[src/rtl/dmag_pkg.sv]
package dmag_pkg;

    // Which path produced the effective address
    typedef enum logic [1:0] {
        SRC_BANKED   = 2'd0,
        SRC_ACC_LOW  = 2'd1,
        SRC_ACC_HIGH = 2'd2,
        SRC_POINTER  = 2'd3
    } dmag_src_e;

endpackage

[src/rtl/dmag_bank_reg.sv]
module dmag_bank_reg #(
    parameter int BANK_W = 4
) (
    input  logic              clk,
    input  logic              rst_n,
    input  logic              we,
    input  logic [BANK_W-1:0] wdata,
    output logic [BANK_W-1:0] bank_q
);

    typedef struct packed {
        logic [BANK_W-1:0] bank;
    } bank_state_t;

    bank_state_t state_d, state_q;

    always_comb begin
        state_d = state_q;
        if (we) begin
            state_d.bank = wdata;
        end
    end

    always_ff @(posedge clk or negedge rst_n) begin
        if (!rst_n) begin
            state_q <= '0;
        end else begin
            state_q <= state_d;
        end
    end

    assign bank_q = state_q.bank;

    // a write lands on the next cycle
    a_r6_write_lands: assert property (@(posedge clk) disable iff (!rst_n)
        we |=> (bank_q == $past(wdata)));

    // without a write the bank holds
    a_r6_hold: assert property (@(posedge clk) disable iff (!rst_n)
        !we |=> $stable(bank_q));

endmodule

[src/rtl/dmag_direct_map.sv]
module dmag_direct_map
    import dmag_pkg::*;
#(
    parameter int OPD_W  = 8,
    parameter int BANK_W = 4
) (
    input  logic                    clk,
    input  logic                    rst_n,
    input  logic [OPD_W-1:0]        opd,
    input  logic                    acc_sel,
    input  logic [BANK_W-1:0]       bank,
    output logic [BANK_W+OPD_W-1:0] addr,
    output dmag_src_e               src
);

    localparam int ADDR_W = BANK_W + OPD_W;
    localparam int HALF_W = OPD_W - 1;

    logic window_high;

    assign window_high = opd[OPD_W-1];

    always_comb begin
        if (!acc_sel) begin
            src  = SRC_BANKED;
            addr = {bank, opd};
        end else if (window_high) begin
            src  = SRC_ACC_HIGH;
            addr = {{(ADDR_W-HALF_W){1'b1}}, opd[HALF_W-1:0]};
        end else begin
            src  = SRC_ACC_LOW;
            addr = {{(ADDR_W-HALF_W){1'b0}}, opd[HALF_W-1:0]};
        end
    end

    // low half of the access window is bank-independent
    a_r4_low_window: assert property (@(posedge clk) disable iff (!rst_n)
        (acc_sel && !opd[OPD_W-1]) |-> (addr[ADDR_W-1:HALF_W] == '0));

    // high half of the access window lands in the top region
    a_r5_high_window: assert property (@(posedge clk) disable iff (!rst_n)
        (acc_sel && opd[OPD_W-1]) |-> (&addr[ADDR_W-1:HALF_W]));

    // banked mode keeps the operand in the low byte
    a_r2_banked_low: assert property (@(posedge clk) disable iff (!rst_n)
        !acc_sel |-> (addr[OPD_W-1:0] == opd && addr[ADDR_W-1:OPD_W] == bank));

endmodule

[src/rtl/dmag_ptr_mux.sv]
module dmag_ptr_mux #(
    parameter int ADDR_W = 12,
    parameter int PTR_W  = 16,
    parameter int NPTR   = 3,
    parameter int SEL_W  = 2
) (
    input  logic [NPTR-1:0][PTR_W-1:0] ptr_vals,
    input  logic [SEL_W-1:0]           sel,
    output logic [ADDR_W-1:0]          ptr_addr
);

    logic [NPTR-1:0][ADDR_W-1:0] trunc;

    genvar g;
    generate
        for (g = 0; g < NPTR; g++) begin : g_trunc
            assign trunc[g] = ptr_vals[g][ADDR_W-1:0];
        end
    endgenerate

    // Unused select codes fall back to pointer 0
    always_comb begin
        ptr_addr = trunc[0];
        for (int i = 1; i < NPTR; i++) begin
            if (sel == SEL_W'(i)) begin
                ptr_addr = trunc[i];
            end
        end
    end

endmodule

[src/rtl/banked_addr_gen.sv]
module banked_addr_gen
    import dmag_pkg::*;
#(
    parameter int ADDR_W = 12,
    parameter int OPD_W  = 8,
    parameter int PTR_W  = 16,
    parameter int NPTR   = 3,
    parameter int SEL_W  = 2
) (
    input  logic                        clk,
    input  logic                        rst_n,
    input  logic                        bank_we,
    input  logic [ADDR_W-OPD_W-1:0]     bank_wdata,
    input  logic [OPD_W-1:0]            file_opd,
    input  logic                        acc_sel,
    input  logic                        ind_req,
    input  logic [SEL_W-1:0]            ptr_sel,
    input  logic [NPTR-1:0][PTR_W-1:0]  ptr_vals,
    output logic [ADDR_W-1:0]           eff_addr,
    output logic                        sfr_space
);

    localparam int BANK_W = ADDR_W - OPD_W;
    localparam logic [ADDR_W-1:0] SFR_BASE = ~(ADDR_W'((1 << (OPD_W-1)) - 1));

    logic [BANK_W-1:0] bank_q;
    logic [ADDR_W-1:0] direct_addr;
    logic [ADDR_W-1:0] ptr_addr;
    dmag_src_e         direct_src;
    dmag_src_e         src;

    dmag_bank_reg #(.BANK_W(BANK_W)) u_bank (
        .clk    (clk),
        .rst_n  (rst_n),
        .we     (bank_we),
        .wdata  (bank_wdata),
        .bank_q (bank_q)
    );

    dmag_direct_map #(.OPD_W(OPD_W), .BANK_W(BANK_W)) u_direct (
        .clk     (clk),
        .rst_n   (rst_n),
        .opd     (file_opd),
        .acc_sel (acc_sel),
        .bank    (bank_q),
        .addr    (direct_addr),
        .src     (direct_src)
    );

    dmag_ptr_mux #(
        .ADDR_W (ADDR_W),
        .PTR_W  (PTR_W),
        .NPTR   (NPTR),
        .SEL_W  (SEL_W)
    ) u_ptr (
        .ptr_vals (ptr_vals),
        .sel      (ptr_sel),
        .ptr_addr (ptr_addr)
    );

    always_comb begin
        if (ind_req) begin
            src      = SRC_POINTER;
            eff_addr = ptr_addr;
        end else begin
            src      = direct_src;
            eff_addr = direct_addr;
        end
        sfr_space = (eff_addr >= SFR_BASE);
    end

    // pointer 0 drives the address, operand ignored
    a_r7_ptr0: assert property (@(posedge clk) disable iff (!rst_n)
        (ind_req && ptr_sel == '0) |-> (eff_addr == ptr_vals[0][ADDR_W-1:0]));

    // indirect source wins over any direct setting
    a_r7_src_ptr: assert property (@(posedge clk) disable iff (!rst_n)
        ind_req |-> (src == SRC_POINTER));

    // flag only when the upper address bits are all ones
    a_r9_sfr_region: assert property (@(posedge clk) disable iff (!rst_n)
        sfr_space |-> (&eff_addr[ADDR_W-1:OPD_W-1]));

    // access-window high half always flags the special region
    a_r9_acc_high_flag: assert property (@(posedge clk) disable iff (!rst_n)
        (!ind_req && acc_sel && file_opd[OPD_W-1]) |-> sfr_space);

endmodule

[config.mk]
export PLATFORM = sky130hd
export DESIGN_NAME = banked_addr_gen
export DESIGN_NICKNAME = d
export VERILOG_FILES = /design/src/rtl/dmag_pkg.sv /design/src/rtl/dmag_bank_reg.sv /design/src/rtl/dmag_direct_map.sv /design/src/rtl/dmag_ptr_mux.sv /design/src/rtl/banked_addr_gen.sv
export SDC_FILE = /design/constraint.sdc
export NUM_CORES = 1
export LEC_CHECK = 0
export BUFFER_PORTS_ARGS = -buffer_cell sky130_fd_sc_hd__buf_2
export CAP_MARGIN = 20
export CORE_UTILIZATION = 32
export CTS_CLUSTER_DIAMETER = 100
export DETAILED_ROUTE_END_ITERATION = 6
export PLACE_DENSITY = 0.77
export SYNTH_ARGS = -nofsm -noshare
export SYNTH_HDL_FRONTEND = slang
export SYNTH_SLANG_ARGS = --single-unit
[constraint.sdc]
create_clock -name clk -period 0.9 [get_ports clk]
set_input_delay 0 -clock clk [delete_from_list [all_inputs] [get_ports clk]]
set_output_delay 0 -clock clk [all_outputs]
set_load 0.005 [all_outputs]
==> impl_metrics.yaml <==
outcome:
  status: "finished, violations left"
  violations: "negative setup slack"
floorplanning:
  io-pin-count: 80
  rows: 17
  die_width_microns: 51.0
  die_y_microns: 51.0
  initial_core_util_pct: 34.5
  design.core.area_sq_um: 2230
  dieArea_sq_um: 2600
worst_setup_path:
  worst_setup_path_end_kind: "output pin"
  critPathSlowestCell: "dfrtp_1"
  crit_path_cell_trace: "nor2b_4 > o32ai_2 > a21oi_1 > and4bb_1 > buf_2"
  crit_path_leading_delay_family: "flip-flops"
  worstPathArrival_ps: 1330
  timing.critical_path.slowest_cell_delay_ps: 370
  setup.reg_to_reg.worst_slack_ps: 130
  cp-start-kind: "flop"
  required_time_at_the_worst_slack_endpoint_ps: 900
  total_buffers_and_inverters_traversed_by_the_critical_path: 1
  worstPathMaxFanout: 2
  criticalPathCategory: "flop to output pin"
pwr:
  static-leakage-power_uw: 0.000827
  pwr_density_cell_nw_per_um2: 768
  vdd_drop_max_mv: 0.577
placed_design:
  place.gp.congestion: 0.693
  io_buffers: 67
  dpl.hpwl_mm: 1.98
grt:
  first_pass_grt_wire_length_mm: 4.48
  grt_use_total_pct: 23.4
  initial_antenna_violation_count: 1
  grt.overflow.total: 0
  grt_pass1_vias: 1033
  maximum_number_of_pins_on_one_net_before_global_route_repair: 11
synthesis:
  synth_cells: 84
  synth_async_sr_flop_share_pct: 100
  main_synth_ff_type: "dfrtp_1"
  ys.warnings.count: 0
  synth.top_cell.area_share_pct: 20.8
  synth_most_common_cell: "mux2i_1"
  synthesis.area_sq_um: 769
  syn_avg_cell_area_sq_um: 9.16
  netlist-cell-type-count: 22
  synth_largest_area_cell: "mux2i_1"
  synth_edf_count: 0
  post_synthesis_net_count: 151
  synthTopCellsByCount: "16 x mux2i_1, 13 x mux2_2, 10 x a211oi_1"
  synth_sequential_area_ratio_pct: 13.0
  ys_ff_latch: 4
  synthTopCellsByArea: "mux2i_1 21%, mux2_2 19%, dfrtp_1 13%, a211oi_1 9.8%, nor2b_1 7.3%"
sta:
  timing.final.hold_violations: 0
  max_freq_mhz: 751
  fin_skew_ps: 0
  rsz0062_at_grt: "true"
  final_worst_path_setup_slack_ps: -431
  fin_worst_hold_slack_ps: 80.6
  remaining_max_slew_budget_at_the_tightest_pin_pct: 83.7
  finalMaxSlewViolations: 0
  final_setup_violations: 11
  transition_time_at_the_pin_with_the_least_slew_margin_ps: 238
  layout_worst_path_cycle_share_pct: 148
  final.min_clock_period_ps: 1330
layout:
  utilization_pct: 74.7
  area_delta_synth_final_pct: 117
  layout-drive-gt1-share_pct: 72.9
  largest_register_ffs: 4
  finalNetCount: 239
detailed_routing:
  vias: 1058
  drt.antenna.violating_nets: 0
  pre_antenna_drt_iters: 4
  dr.first_iter.drc_count: 15
  remaining_drc_errors: 0
  postRouteWirelength_mm: 3.48
  routed_wire_length_per_instance_microns: 17.5
  routed_via_density: 5.32
cts:
  cts_max_level: 1
  clock_latency_ps: 230
  cts.sinks: 4
  cts-buffers-inserted: 3
  clk_pin_slew_ps: 40
  clock_tree_root_driver_cell: "clkbuf_4"
  maximum_number_of_buffers_from_clock_root_to_sink: 2
  cts_tree: "built"
hold_path:
  timing.hold.worst.class: "input port to flop"
job:
  drv_cap: 0
## cells by family (layout without fill, tap and decap cells)
logic type	count (synthesis)	count (layout)	synth area share [%]
AND/OR/NAND/NOR	15	15	12.7
multiplexers	29	29	39.8
buffers and inverters	11	97	10.7
flip-flops	4	4	13.0
other	0	1	0
AO/OA/AOI/OAI	25	25	23.7
## final cells by class
type | instances | area, sq um
antenna | 1 | 2.50
clock buffer | 3 | 22.5
fill | 164 | 566
inverter | 3 | 11.3
multi-input combinational | 69 | 741
sequential | 4 | 100
tap | 28 | 35.0
timing repair buffer | 91 | 756
## report_power, final
group | internal, uW | switching, uW
clock | 149 | 69.3
sequential | 199 | 12.4
combinational | 528 | 324
total | 876 | 406
## routing by layer
metal  track usage (%)  routed length (microns)  up-vias
met5                 0                        0        -
met4              11.1                      130        0
met3              1.19                      130       12
met2              46.5                     2070       46
met1              24.4                     1140      508
li1                  -                        -      492
## per-stage QoR
step	setup slack, ps	TNS (ps)	cell area [sq um]	total power (uW)	cells
after global placement	-260	-2110	1170	721	183
final	-431	-2360	1670	1280	199
after CTS	-435	-2080	1580	1210	198
after global routing	-483	-2870	1670	1360	199
after detailed placement	-303	-2570	1170	738	183
after floorplan	-67.7	-67.7	769	494	84
## final timing paths
check                            startpoint               end  depth (start not counted)
max                        u_bank.bank_q[2]         sfr_space                          5
min reg2reg                u_bank.bank_q[2]  u_bank.bank_q[2]                          1
max in group asynchronous             rst_n  u_bank.bank_q[3]                          2
min in group asynchronous             rst_n  u_bank.bank_q[2]                          2
min                                 bank_we  u_bank.bank_q[0]                          2
max reg2reg                u_bank.bank_q[1]  u_bank.bank_q[1]                          1
## cell usage in the layout, fill, tap and decap left out, drive strengths merged, types with 2 or more instances in the layout
| master | n |
|---|---|
| a211oi | 11 |
| a21oi | 8 |
| and2 | 2 |
| buf | 85 |
| clkbuf | 3 |
| dfrtp | 4 |
| dlygate4sd3 | 5 |
| inv | 3 |
| mux2 | 13 |
| mux2i | 16 |
| nand2b | 2 |
| nor2b | 9 |
## timing repair
| item | in CTS | in global routing |
|---|---|---|
| cloned | 4 | 0 |
| pin swaps | 11 | 6 |
| endpoints found under the setup margin | 12 | 12 |
| hold endpoints to repair | 8 | 0 |
| resized for setup | 45 | 19 |
| buffers inserted | 3 | 0 |
| hold buffers | 5 | 0 |
No activity file was read; power rests on OpenSTA's default activity.
